--- src/rtl/sc_tx_pkg.sv ---
package sc_tx_pkg;
  localparam int DATA_W     = 8;
  localparam int FRAME_BITS = DATA_W + 3;
  localparam int IDX_W      = $clog2(FRAME_BITS);
  localparam int OVS_LOG2   = 4;

  typedef enum logic {ST_IDLE, ST_SEND} tx_state_e;

  function automatic logic even_parity(input logic [DATA_W-1:0] d);
    return ^d;
  endfunction
endpackage

--- src/rtl/sc_tx_bitclk.sv ---
module sc_tx_bitclk import sc_tx_pkg::*; #(
  parameter int DIV_W = 8
) (
  input  logic             clk,
  input  logic             rst,
  input  logic             run,
  input  logic             tick,
  input  logic [DIV_W-1:0] div_n,
  output logic             half_hit,
  output logic             bit_end
);
  localparam int CW = DIV_W + OVS_LOG2;

  logic [CW-1:0] cnt_q;
  logic [CW-1:0] last_cnt;
  logic [CW-1:0] half_cnt;

  // 16*(n+1)-1 and 8*(n+1)-1 built from shifts
  assign last_cnt = {div_n, {OVS_LOG2{1'b1}}};
  assign half_cnt = {1'b0, div_n, {(OVS_LOG2-1){1'b1}}};

  always_ff @(posedge clk) begin
    if (rst || !run) begin
      cnt_q <= '0;
    end else if (tick) begin
      if (cnt_q == last_cnt) cnt_q <= '0;
      else                   cnt_q <= cnt_q + 1'b1;
    end
  end

  assign bit_end  = run && tick && (cnt_q == last_cnt);
  assign half_hit = run && tick && (cnt_q == half_cnt);
endmodule

--- src/rtl/sc_tx_shifter.sv ---
module sc_tx_shifter import sc_tx_pkg::*; (
  input  logic              clk,
  input  logic              rst,
  input  logic              tx_en,
  input  logic              wr_en,
  input  logic [DATA_W-1:0] wr_data,
  input  logic              bit_end,
  output logic              busy,
  output logic              buf_full,
  output logic              last_bit,
  output logic              frame_done,
  output logic              drive_low
);
  localparam logic [IDX_W-1:0] LAST_IDX = IDX_W'(FRAME_BITS - 1);

  tx_state_e            st_q;
  logic [DATA_W-1:0]    hold_q;
  logic                 full_q;
  logic [FRAME_BITS-1:0] frame_q;
  logic [IDX_W-1:0]     idx_q;
  logic                 drv_q;
  logic                 load;

  assign load       = (st_q == ST_IDLE) && full_q && tx_en;
  assign last_bit   = (st_q == ST_SEND) && (idx_q == LAST_IDX);
  assign frame_done = last_bit && bit_end;

  always_ff @(posedge clk) begin
    if (rst) begin
      st_q    <= ST_IDLE;
      frame_q <= '1;
      idx_q   <= '0;
      drv_q   <= 1'b0;
    end else if (load) begin
      st_q    <= ST_SEND;
      frame_q <= {1'b1, even_parity(hold_q), hold_q, 1'b0};
      idx_q   <= '0;
      drv_q   <= 1'b1;
    end else if (st_q == ST_SEND && bit_end) begin
      if (idx_q == LAST_IDX) begin
        st_q  <= ST_IDLE;
        drv_q <= 1'b0;
      end else begin
        idx_q <= idx_q + 1'b1;
        drv_q <= ~frame_q[1];
      end
      frame_q <= {1'b1, frame_q[FRAME_BITS-1:1]};
    end
  end

  always_ff @(posedge clk) begin
    if (rst) begin
      full_q <= 1'b0;
      hold_q <= '0;
    end else begin
      if (wr_en) begin
        full_q <= 1'b1;
        hold_q <= wr_data;
      end else if (load) begin
        full_q <= 1'b0;
      end
    end
  end

  assign busy      = (st_q == ST_SEND);
  assign buf_full  = full_q;
  assign drive_low = drv_q;
endmodule

--- src/rtl/sc_tx_sticky.sv ---
module sc_tx_sticky #(
  parameter int N = 2
) (
  input  logic         clk,
  input  logic         rst,
  input  logic [N-1:0] set,
  input  logic [N-1:0] clr,
  output logic [N-1:0] q
);
  for (genvar i = 0; i < N; i++) begin : g_flag
    logic flag_q;
    always_ff @(posedge clk) begin
      if (rst)         flag_q <= 1'b0;
      else if (set[i]) flag_q <= 1'b1;
      else if (clr[i]) flag_q <= 1'b0;
    end
    assign q[i] = flag_q;
  end
endmodule

--- src/rtl/sc_uart_tx.sv ---
module sc_uart_tx import sc_tx_pkg::*; #(
  parameter int DIV_W = 8
) (
  input  logic             clk,
  input  logic             rst,
  input  logic             tick_en,
  input  logic [DIV_W-1:0] div_n,
  input  logic             tx_en,
  input  logic             wr_en,
  input  logic [7:0]       wr_data,
  input  logic             irq_ack,
  input  logic             err_clr,
  input  logic             line_in,
  output logic             line_drive_low,
  output logic             buf_empty,
  output logic             shift_empty,
  output logic             irq,
  output logic             err_flag
);
  localparam int FLAG_IRQ = 0;
  localparam int FLAG_ERR = 1;

  logic       busy;
  logic       buf_full;
  logic       last_bit;
  logic       frame_done;
  logic       half_hit;
  logic       bit_end;
  logic [1:0] flag_set;
  logic [1:0] flag_clr;
  logic [1:0] flag_q;

  sc_tx_bitclk #(.DIV_W(DIV_W)) u_bitclk (
    .clk      (clk),
    .rst      (rst),
    .run      (busy),
    .tick     (tick_en),
    .div_n    (div_n),
    .half_hit (half_hit),
    .bit_end  (bit_end)
  );

  sc_tx_shifter u_shift (
    .clk        (clk),
    .rst        (rst),
    .tx_en      (tx_en),
    .wr_en      (wr_en),
    .wr_data    (wr_data),
    .bit_end    (bit_end),
    .busy       (busy),
    .buf_full   (buf_full),
    .last_bit   (last_bit),
    .frame_done (frame_done),
    .drive_low  (line_drive_low)
  );

  // mid-stop-bit read of the shared wire
  assign flag_set[FLAG_IRQ] = frame_done;
  assign flag_set[FLAG_ERR] = last_bit && half_hit && !line_in;
  assign flag_clr[FLAG_IRQ] = irq_ack;
  assign flag_clr[FLAG_ERR] = err_clr;

  sc_tx_sticky #(.N(2)) u_flags (
    .clk (clk),
    .rst (rst),
    .set (flag_set),
    .clr (flag_clr),
    .q   (flag_q)
  );

  assign irq         = flag_q[FLAG_IRQ];
  assign err_flag    = flag_q[FLAG_ERR];
  assign buf_empty   = ~buf_full;
  assign shift_empty = ~busy;
endmodule

--- config.mk ---
export PLATFORM = sky130hd
export DESIGN_NAME = sc_uart_tx
export DESIGN_NICKNAME = d
export VERILOG_FILES = /design/src/rtl/sc_tx_pkg.sv /design/src/rtl/sc_tx_bitclk.sv /design/src/rtl/sc_tx_shifter.sv /design/src/rtl/sc_tx_sticky.sv /design/src/rtl/sc_uart_tx.sv
export SDC_FILE = /design/constraint.sdc
export NUM_CORES = 1
export LEC_CHECK = 0
export ABC_AREA = 1
export BUFFER_PORTS_ARGS = -buffer_cell sky130_fd_sc_hd__buf_2
export CORE_MARGIN = 5
export CORE_UTILIZATION = 44
export CTS_BUF_LIST = sky130_fd_sc_hd__clkbuf_8
export DETAILED_ROUTE_END_ITERATION = 6
export PLACE_DENSITY = 0.66
export SLEW_MARGIN = 20
export SYNTH_ARGS = -nofsm -noshare
export SYNTH_HDL_FRONTEND = slang
export SYNTH_HIERARCHICAL = 1
export SYNTH_SLANG_ARGS = --single-unit
--- constraint.sdc ---
create_clock -name clk -period 1.7 [get_ports clk]
set_input_delay 0.34 -clock clk [delete_from_list [all_inputs] [get_ports clk]]
set_output_delay 0.34 -clock clk [all_outputs]
set_load 0.01 [all_outputs]
==> impl_metrics.sql, run 1 <==
INSERT INTO impl_metrics (metric_group, metric, value, unit) VALUES
('outcome', 'status', 'complete, no violations', ''),
('power_and_ir_drop', 'vdd_ir_drop_max', '0.5238', 'mV'),
('synthesis', 'warnings_synthesis', '6', ''),
('synthesis', 'synth_compound_gate_area_share', '0.1155', ''),
('critical_path', 'worstPathCellList', 'inv_1 > nand2_1 > nand2_1 > nand2_1 > nor2_2 > nand3_2 > nor2_2 > nand2_2 > clkinv_4 > nand2_4 > nor2_4 > xor2_1 > inv_1 > nor2_1', ''),
('sta', 'slew_violations', '0', ''),
('global_route', 'grt_pass1_vias', '2049', ''),
('floorplan', 'die_x', '80.16', 'µm'),
('synthesis', 'post_synthesis_share_of_cell_area_spent_on_xor_and_xnor_gates', '0.03640', ''),
('floorplan', 'start_util', '0.4555', ''),
('global_route', 'overflow', '0', ''),
('place', 'port_buffers', '28', ''),
('critical_path', 'worstPathRequired', '1.94', 'ns'),
('critical_path', 'max_stage_delay', '0.34', 'ns'),
('synthesis', 'synth_enable_flop_cells', '0', ''),
('layout', 'synthToLayoutAreaGrowth', '28.02', '%'),
('layout', 'insertedDiodeCount', '0', ''),
('synthesis', 'synth.yosys.seq_area_share', '0.3512', ''),
('sta', 'timing.fmax', '0.5982', 'GHz'),
('synthesis', 'synth.distinct_cells', '31', ''),
('critical_path', 'cp_data_arrival_time', '1.91', 'ns'),
('sta', 'tightest_slew', '0.4563', 'ns'),
('floorplan', 'floorplan.die.height', '80.16', 'µm'),
('synthesis', 'largest_family_of_logic_cells_by_synthesized_area', 'simple AND/OR/NAND/NOR gates', ''),
('sta', 'layout_worst_path_cycle_share', '0.9834', ''),
('floorplan', 'core-area', '0.004755', 'mm²'),
('synthesis', 'synth.area.top_cells', 'dfxtp_1 35%, nand2_1 19%, inv_1 8.7%', ''),
('place', 'detailedPlacementHpwl', '3836', 'µm'),
('critical_path', 'worst_path_top_cell_family_by_delay', 'simple AND/OR/NAND/NOR gates', ''),
('drt', 'drt_pre_antenna_iters', '4', ''),
('critical_path', 'critical_path_peak_fanout', '4', ''),
('sta', 'setup_viol_count_final', '0', ''),
('clock_tree', 'clk_pin_slew_worst_paths', '0.08', 'ns'),
('critical_path', 'critical-path-top-cell-by-count', 'nand2_1', ''),
('layout', 'layout.nets', '423', ''),
('synthesis', 'yosysTopAreaCellShare', '0.3512', ''),
('clock_tree', 'ctsLongestPathBuffers', '2', ''),
('synthesis', 'post_synth.cell_area_avg', '6.465', 'µm²'),
('global_route', 'grt_start_max_net_pins', '18', ''),
('clock_tree', 'cts_tree', 'done', ''),
('synthesis', 'post_synth_inst_count', '335', ''),
('global_route', 'global_route_wire_length_before_repair', '8355', 'µm'),
('synthesis', 'synth_simple_gate_area_frac', '0.3605', ''),
('critical_path', 'critical_path.slowest_cell', 'dfxtp_2', ''),
('synthesis', 'postSynth.topFlopCell', 'dfxtp_1', ''),
('sta', 'slew_headroom', '0.6955', ''),
('sta', 'timing.final.crit_period', '1.672', 'ns'),
('synthesis', 'syn-num-nets', '362', ''),
('synthesis', 'synthTopCellsByCount', '109 x nand2_1, 50 x inv_1, 38 x dfxtp_1', ''),
('run', 'max_cap_viols', '0', ''),
('synthesis', 'top_count_cell_post_synth', 'nand2_1', ''),
('clock_tree', 'cts.sinks', '38', ''),
('global_route', 'antenna_found_initial', '0', ''),
('sta', 'skew', '0.004373', 'ns'),
('floorplan', 'top_level_ports', '29', ''),
('layout', 'post_route_cells_drive_above_1_share', '0.2720', ''),
('synthesis', 'asyncSetResetFlopFracSynth', '0', ''),
('drt', 'drt-vias-per-instance', '4.692', ''),
('drt', 'initialDrtViolationCount', '154', ''),
('critical_path', 'timing.critical_path.buf_inv', '3', ''),
('synthesis', 'synth.cell_area', '0.002166', 'mm²'),
('drt', 'route.vias.total', '2177', ''),
('sta', 'hold_viol', '0', ''),
('clock_tree', 'cts_made_buffers', '5', ''),
('min_path', 'hold_path_class', 'in -> reg', ''),
('clock_tree', 'post_cts_hold_buffer_count', '0', ''),
('critical_path', 'timing_worst_setup_path_type', 'reg -> reg', ''),
('power_and_ir_drop', 'power_leakage', '1.346', 'nW'),
('place', 'place_congestion', '0.8679', ''),
('sta', 'unrepaired_setup_endpoints_after_global_routing', 'yes', ''),
('global_route', 'grt.total_usage', '0.1644', '');
## flip-flops by register name (all words and copies together) (netlist names)
signal                 flops
u_flags/g_flag.flag_q      2
u_shift/hold_q             8
u_bitclk/cnt_q            12
u_shift/buf_full           1
u_shift/frame_q            9
u_shift/busy               1
u_shift/idx_q              4
u_shift/drive_low          1
## power by group
part | total [W] | switching, W | internal, W
combinational | 0.000234 | 0.000137 | 0.0000970
sequential | 0.000943 | 0.0000220 | 0.000921
clock | 0.000766 | 0.000333 | 0.000432
## layout by cell type (no fill, tap or decap), drive strengths merged
| cell type | n |
|---|---|
| nor3 | 9 |
| buf | 61 |
| nand3b | 1 |
| clkinv | 3 |
| or2 | 2 |
| nand4 | 3 |
| bufinv | 1 |
| nand3 | 17 |
| a21oi | 21 |
| o22ai | 1 |
| inv | 52 |
| o2111ai | 8 |
| dfxtp | 38 |
| nand2 | 113 |
| o21ai | 11 |
| a31oi | 1 |
| mux2i | 1 |
| clkbuf | 5 |
| a211oi | 1 |
| ha | 3 |
| nor2 | 36 |
| xor2 | 7 |
| xnor2 | 2 |
## worst register-to-register path, delay by kind of cell (launching register included)
kind / cells / cell delay, ns
buffers and inverters: 3 / 0.21
XOR/XNOR: 1 / 0.15
AND/OR/NAND/NOR: 10 / 0.93
flip-flops: 1 / 0.34
## through the flow
| step | TNS [ns] | setup slack [ns] | instance area, µm² | hold slack [ns] | total power [W] |
|---|---|---|---|---|---|
| floorplan | 0 | 0.0002386 | 2177 | 0.4091 | 0.001107 |
| global placement | -0.4688 | -0.06608 | 2567 | 0.4469 | 0.001189 |
| detailed placement | -1.391 | -0.1440 | 2567 | 0.4537 | 0.001197 |
| CTS | 0 | 0.04469 | 2694 | 0.2784 | 0.001958 |
| global route | -0.6199 | -0.1027 | 2773 | 0.2870 | 0.002033 |
| finish | 0 | 0.02827 | 2773 | 0.2872 | 0.001943 |
## cell families (layout without fill, tap and decap cells)
group,Yosys count,count (layout)
simple gates,181,181
buf+inv,60,122
compound gates,43,43
flops,38,38
xor+xnor,9,9
fa+ha+maj,3,3
mux,1,1
## cell type report
type	instances	area, µm²
fillers	466	1982
multi-input cells	237	1211
flip-flops and latches	38	777.0
repair buffers	61	387.9
inverters	53	203.9
well taps	67	83.83
clock buffers	5	68.82
clock inverters	3	40.04
## metal layers
layer | global-route usage | vias up | wire [µm]
met2 | 0.2964 | 40 | 2474
met3 | 0.03700 | 5 | 219
met1 | 0.1862 | 956 | 2181
li1 | - | 1176 | -
met5 | 0 | - | 0
met4 | 0.06419 | 0 | 71
## path summary, 6_finish.rpt
| kind | startpoint | to | slack, ns | cells after the start |
|---|---|---|---|---|
| max reg2reg | u_bitclk/cnt_q[11] | u_shift/idx_q[3] | 0.03 | 14 |
| min | irq_ack | u_flags/g_flag[0].flag_q | 0.29 | 4 |
| min reg2reg | u_flags/g_flag[0].flag_q | u_flags/g_flag[0].flag_q | 0.46 | 2 |
| max | u_bitclk/cnt_q[11] | u_shift/idx_q[3] | 0.03 | 14 |
## timing repair
action                                  4_1_cts  5_1_grt
endpoints found under the setup margin       13       16
endpoints found under the hold margin         0        0
setup buffers                                 2        3
pin swaps                                     2        9
resized for setup                             2       21
Note: power is estimated with default switching activity, not from simulation.
==> run 2: changes to the inputs <==
Settings changed: SYNTH_HIERARCHICAL 1 to not set.
==> impl_metrics.sql, run 2 <==
INSERT INTO impl_metrics (metric_group, metric, value, unit) VALUES
('drt', 'drcViolationCount', '0', ''),
('floorplan', 'placement_rows', '25', ''),
('critical_path', 'worstPathRequired', '1.85', 'ns'),
('synthesis', 'mux_cell_area_share_after_synthesis', '0', ''),
('critical_path', 'worstReg2RegStart', 'u_bitclk.cnt_q[0]', ''),
('drt', 'route.vias.total', '2000', ''),
('global_route', 'global_route_wire_length_before_repair', '8328', 'µm'),
('critical_path', 'worst_path_top_cell_family_by_delay', 'simple AND/OR/NAND/NOR gates', ''),
('run', 'max_cap_viols', '0', ''),
('clock_tree', 'clk_pin_slew_worst_paths', '0.07', 'ns'),
('layout', 'max_reg_flops', '12', ''),
('floorplan', 'start_util', '0.4545', ''),
('synthesis', 'synth_compound_gate_area_share', '0.07759', ''),
('synthesis', 'synth.distinct_cells', '29', ''),
('layout', 'mostFrequentLayoutCells', '87 x nand2_1, 35 x dfxtp_1, 33 x inv_1', ''),
('clock_tree', 'post_cts.repair.setup_buffers', '0', ''),
('layout', 'biggestRegsByFlops', 'u_bitclk.cnt_q: 12 flops, u_shift.frame_q: 9 flops, u_shift.hold_q: 8 flops', ''),
('floorplan', 'core-area', '0.004755', 'mm²'),
('floorplan', 'top_level_ports', '29', ''),
('power_and_ir_drop', 'power_switching_share', '0.2745', ''),
('place', 'port_buffers', '28', ''),
('critical_path', 'crit_path_end_kind', 'flip-flop', ''),
('critical_path', 'worst_setup_sp_type', 'flip-flop', ''),
('layout', 'insertedDiodeCount', '0', ''),
('synthesis', 'synth.cell_area', '0.002161', 'mm²'),
('outcome', 'status', 'complete, no violations', ''),
('sta', 'slew_headroom', '0.6997', ''),
('power_and_ir_drop', 'power_report.internal_total', '0.001321', 'W'),
('synthesis', 'synth_adder_area_share', '0.01737', ''),
('sta', 'slew_violations', '0', ''),
('synthesis', 'postSynth.topFlopCell', 'dfxtp_1', ''),
('floorplan', 'floorplan.die.height', '80.08', 'µm'),
('synthesis', 'synthTopCellsByCount', '87 x nand2_1, 38 x dfxtp_1, 33 x inv_1', ''),
('power_and_ir_drop', 'pwr-share-seq', '0.524', ''),
('critical_path', 'critical-path-top-cell-by-count', 'nand3_1', ''),
('drt', 'post_drt_wl_per_cell', '11.41', 'µm'),
('power_and_ir_drop', 'pwr-share-clk', '0.322', ''),
('synthesis', 'asyncSetResetFlopFracSynth', '0', ''),
('clock_tree', 'cts.repair.resized', '0', ''),
('layout', 'max_flop_register', 'u_bitclk.cnt_q', ''),
('critical_path', 'critical_path.slowest_cell', 'dfxtp_2', ''),
('synthesis', 'synth.area.top_cells', 'dfxtp_1 35%, nand2_1 15%, inv_1 5.7%', ''),
('layout', 'post-route-cell-area', '0.002497', 'mm²'),
('sta', 'skew', '0.005946', 'ns'),
('global_route', 'overflow', '0', ''),
('synthesis', 'yosysTopAreaCellShare', '0.3521', ''),
('critical_path', 'cp_data_arrival_time', '1.73', 'ns'),
('critical_path', 'worstPathCellList', 'ha_2 > nand3_1 > nor2_2 > nand2_1 > nor2_4 > nand3_4 > buf_12 > nand3_2 > nand3_1', ''),
('clock_tree', 'cts.sinks', '38', ''),
('layout', 'synthToLayoutAreaGrowth', '15.58', '%'),
('sta', 'tightest_slew', '0.4499', 'ns'),
('layout', 'layout.nets', '375', ''),
('power_and_ir_drop', 'powerDensity', '729.0', 'mW/mm²'),
('drt', 'initialDrtViolationCount', '79', ''),
('clock_tree', 'ctsLongestPathBuffers', '2', ''),
('synthesis', 'top_count_cell_post_synth', 'nand2_1', ''),
('layout', 'mostFrequentLayoutCell', 'nand2_1', ''),
('power_and_ir_drop', 'share_comb_of_total_power', '0.154', ''),
('power_and_ir_drop', 'design_power_total', '0.001821', 'W'),
('clock_tree', 'cts_made_buffers', '5', ''),
('clock_tree', 'cts_tree', 'done', ''),
('place', 'post-place-cells', '408', ''),
('sta', 'hold_viol', '0', ''),
('critical_path', 'timing_worst_setup_path_type', 'reg -> reg', ''),
('power_and_ir_drop', 'vdd_ir_drop_max', '0.5035', 'mV'),
('clock_tree', 'clk-insertion-delay-late', '0.29', 'ns'),
('sta', 'layout_worst_path_cycle_share', '0.9270', ''),
('sta', 'setup_viol_count_final', '0', ''),
('floorplan', 'die-area', '0.006413', 'mm²'),
('drt', 'drt-vias-per-instance', '4.819', ''),
('global_route', 'antenna_found_initial', '0', ''),
('critical_path', 'max_stage_delay', '0.35', 'ns'),
('sta', 'timing.final.crit_period', '1.576', 'ns'),
('synthesis', 'synth_simple_gate_area_frac', '0.3937', ''),
('synthesis', 'synth.yosys.seq_area_share', '0.3521', ''),
('clock_tree', 'post_cts_hold_buffer_count', '0', ''),
('drt', 'remaining_antenna_violation_count', '0', ''),
('global_route', 'grt.total_usage', '0.1636', ''),
('layout', 'fin_util', '0.5253', ''),
('min_path', 'source_of_the_worst_hold_timing_path', 'wr_data[6]', ''),
('sta', 'tns', '0', 'ns'),
('power_and_ir_drop', 'power_leakage', '1.186', 'nW'),
('critical_path', 'timing.critical_path.buf_inv', '1', ''),
('synthesis', 'post_synth.cell_area_avg', '6.860', 'µm²'),
('sta', 'timing.fmax', '0.6346', 'GHz'),
('place', 'detailed_place.area', '0.002399', 'mm²'),
('power_and_ir_drop', 'net-switching-power', '0.0004997', 'W'),
('synthesis', 'largest_family_of_logic_cells_by_synthesized_area', 'simple AND/OR/NAND/NOR gates', ''),
('drt', 'routed_wirelength', '4737', 'µm'),
('clock_tree', 'clock-root-buffer', 'clkbuf_8', ''),
('clock_tree', 'cts_htree_levels', '2', ''),
('drt', 'drt_pre_antenna_iters', '4', ''),
('global_route', 'grt_start_max_net_pins', '18', ''),
('synthesis', 'ys_seq_elements', '38', ''),
('global_route', 'grt_pass1_vias', '1847', ''),
('critical_path', 'critical_path_peak_fanout', '9', ''),
('synthesis', 'warnings_synthesis', '0', ''),
('synthesis', 'post_synth_inst_count', '315', ''),
('place', 'detailedPlacementHpwl', '3648', 'µm'),
('layout', 'instances_no_fill', '415', ''),
('place', 'place_congestion', '0.8341', ''),
('critical_path', 'start_point_of_the_critical_path', 'u_bitclk.cnt_q[0]', ''),
('floorplan', 'die_x', '80.08', 'µm'),
('layout', 'post_route_cells_drive_above_1_share', '0.2184', ''),
('synthesis', 'syn-num-nets', '342', ''),
('min_path', 'hold_path_class', 'in -> reg', ''),
('synthesis', 'post_synthesis_share_of_cell_area_spent_on_xor_and_xnor_gates', '0.07296', ''),
('synthesis', 'synth_top_cell_by_area', 'dfxtp_1', ''),
('synthesis', 'synth_enable_flop_cells', '0', '');
run 2: cell type report:
cell class | count | area, µm²
Fill cell | 499 | 2257
Multi-Input combinational cell | 230 | 1230
Sequential cell | 38 | 764.5
Timing Repair Buffer | 33 | 190.2
Inverter | 40 | 150.1
Tap cell | 67 | 83.83
Clock buffer | 5 | 68.82
Clock inverter | 2 | 10.01
run 2: power by group through the flow:
stage,logic (W),clock network (W),registers [W]
4_1_cts,0.000281,0.000602,0.000954
2_1_floorplan,0.000201,0,0.000968
6_report,0.000281,0.000586,0.000954
3_5_place_dp,0.000280,0,0.000974
3_3_place_gp,0.000274,0,0.000973
5_1_grt,0.000321,0.000650,0.000958
run 2: cells by family (layout without fill, tap and decap cells):
kind of cell,after synthesis,in the layout
compound gates,32,32
simple gates,177,177
xor+xnor,18,18
fa+ha+maj,3,3
flops,38,38
buf+inv,47,80
run 2: path summary, 6_finish.rpt:
| path | cells past startpoint | end | slack [ns] |
|---|---|---|---|
| min reg2reg | 2 | u_flags.g_flag[0].flag_q | 0.46 |
| max reg2reg | 9 | u_shift.frame_q[3] | 0.12 |
| min | 3 | u_shift.hold_q[6] | 0.28 |
| max | 9 | u_shift.frame_q[3] | 0.12 |
run 2: per-layer routing:
| layer | routed length (µm) | global-route usage |
|---|---|---|
| met2 | 2118 | 0.2632 |
| met5 | 0 | 0 |
| met3 | 213 | 0.04372 |
| met4 | 44 | 0.03547 |
| met1 | 2361 | 0.2189 |
run 2: through the flow:
stage	hold WS [ns]	worst slack, ns
2_1_floorplan	0.4410	0.2344
3_3_place_gp	0.4498	0.1276
3_5_place_dp	0.4589	0.05998
4_1_cts	0.2697	0.03709
5_1_grt	0.2829	-0.001331
6_report	0.2765	0.1241
run 2: worst min-delay path: stages:
cell,delay [ns]
buf_2,0.07
nor2_1,0.03
nor2_1,0.08
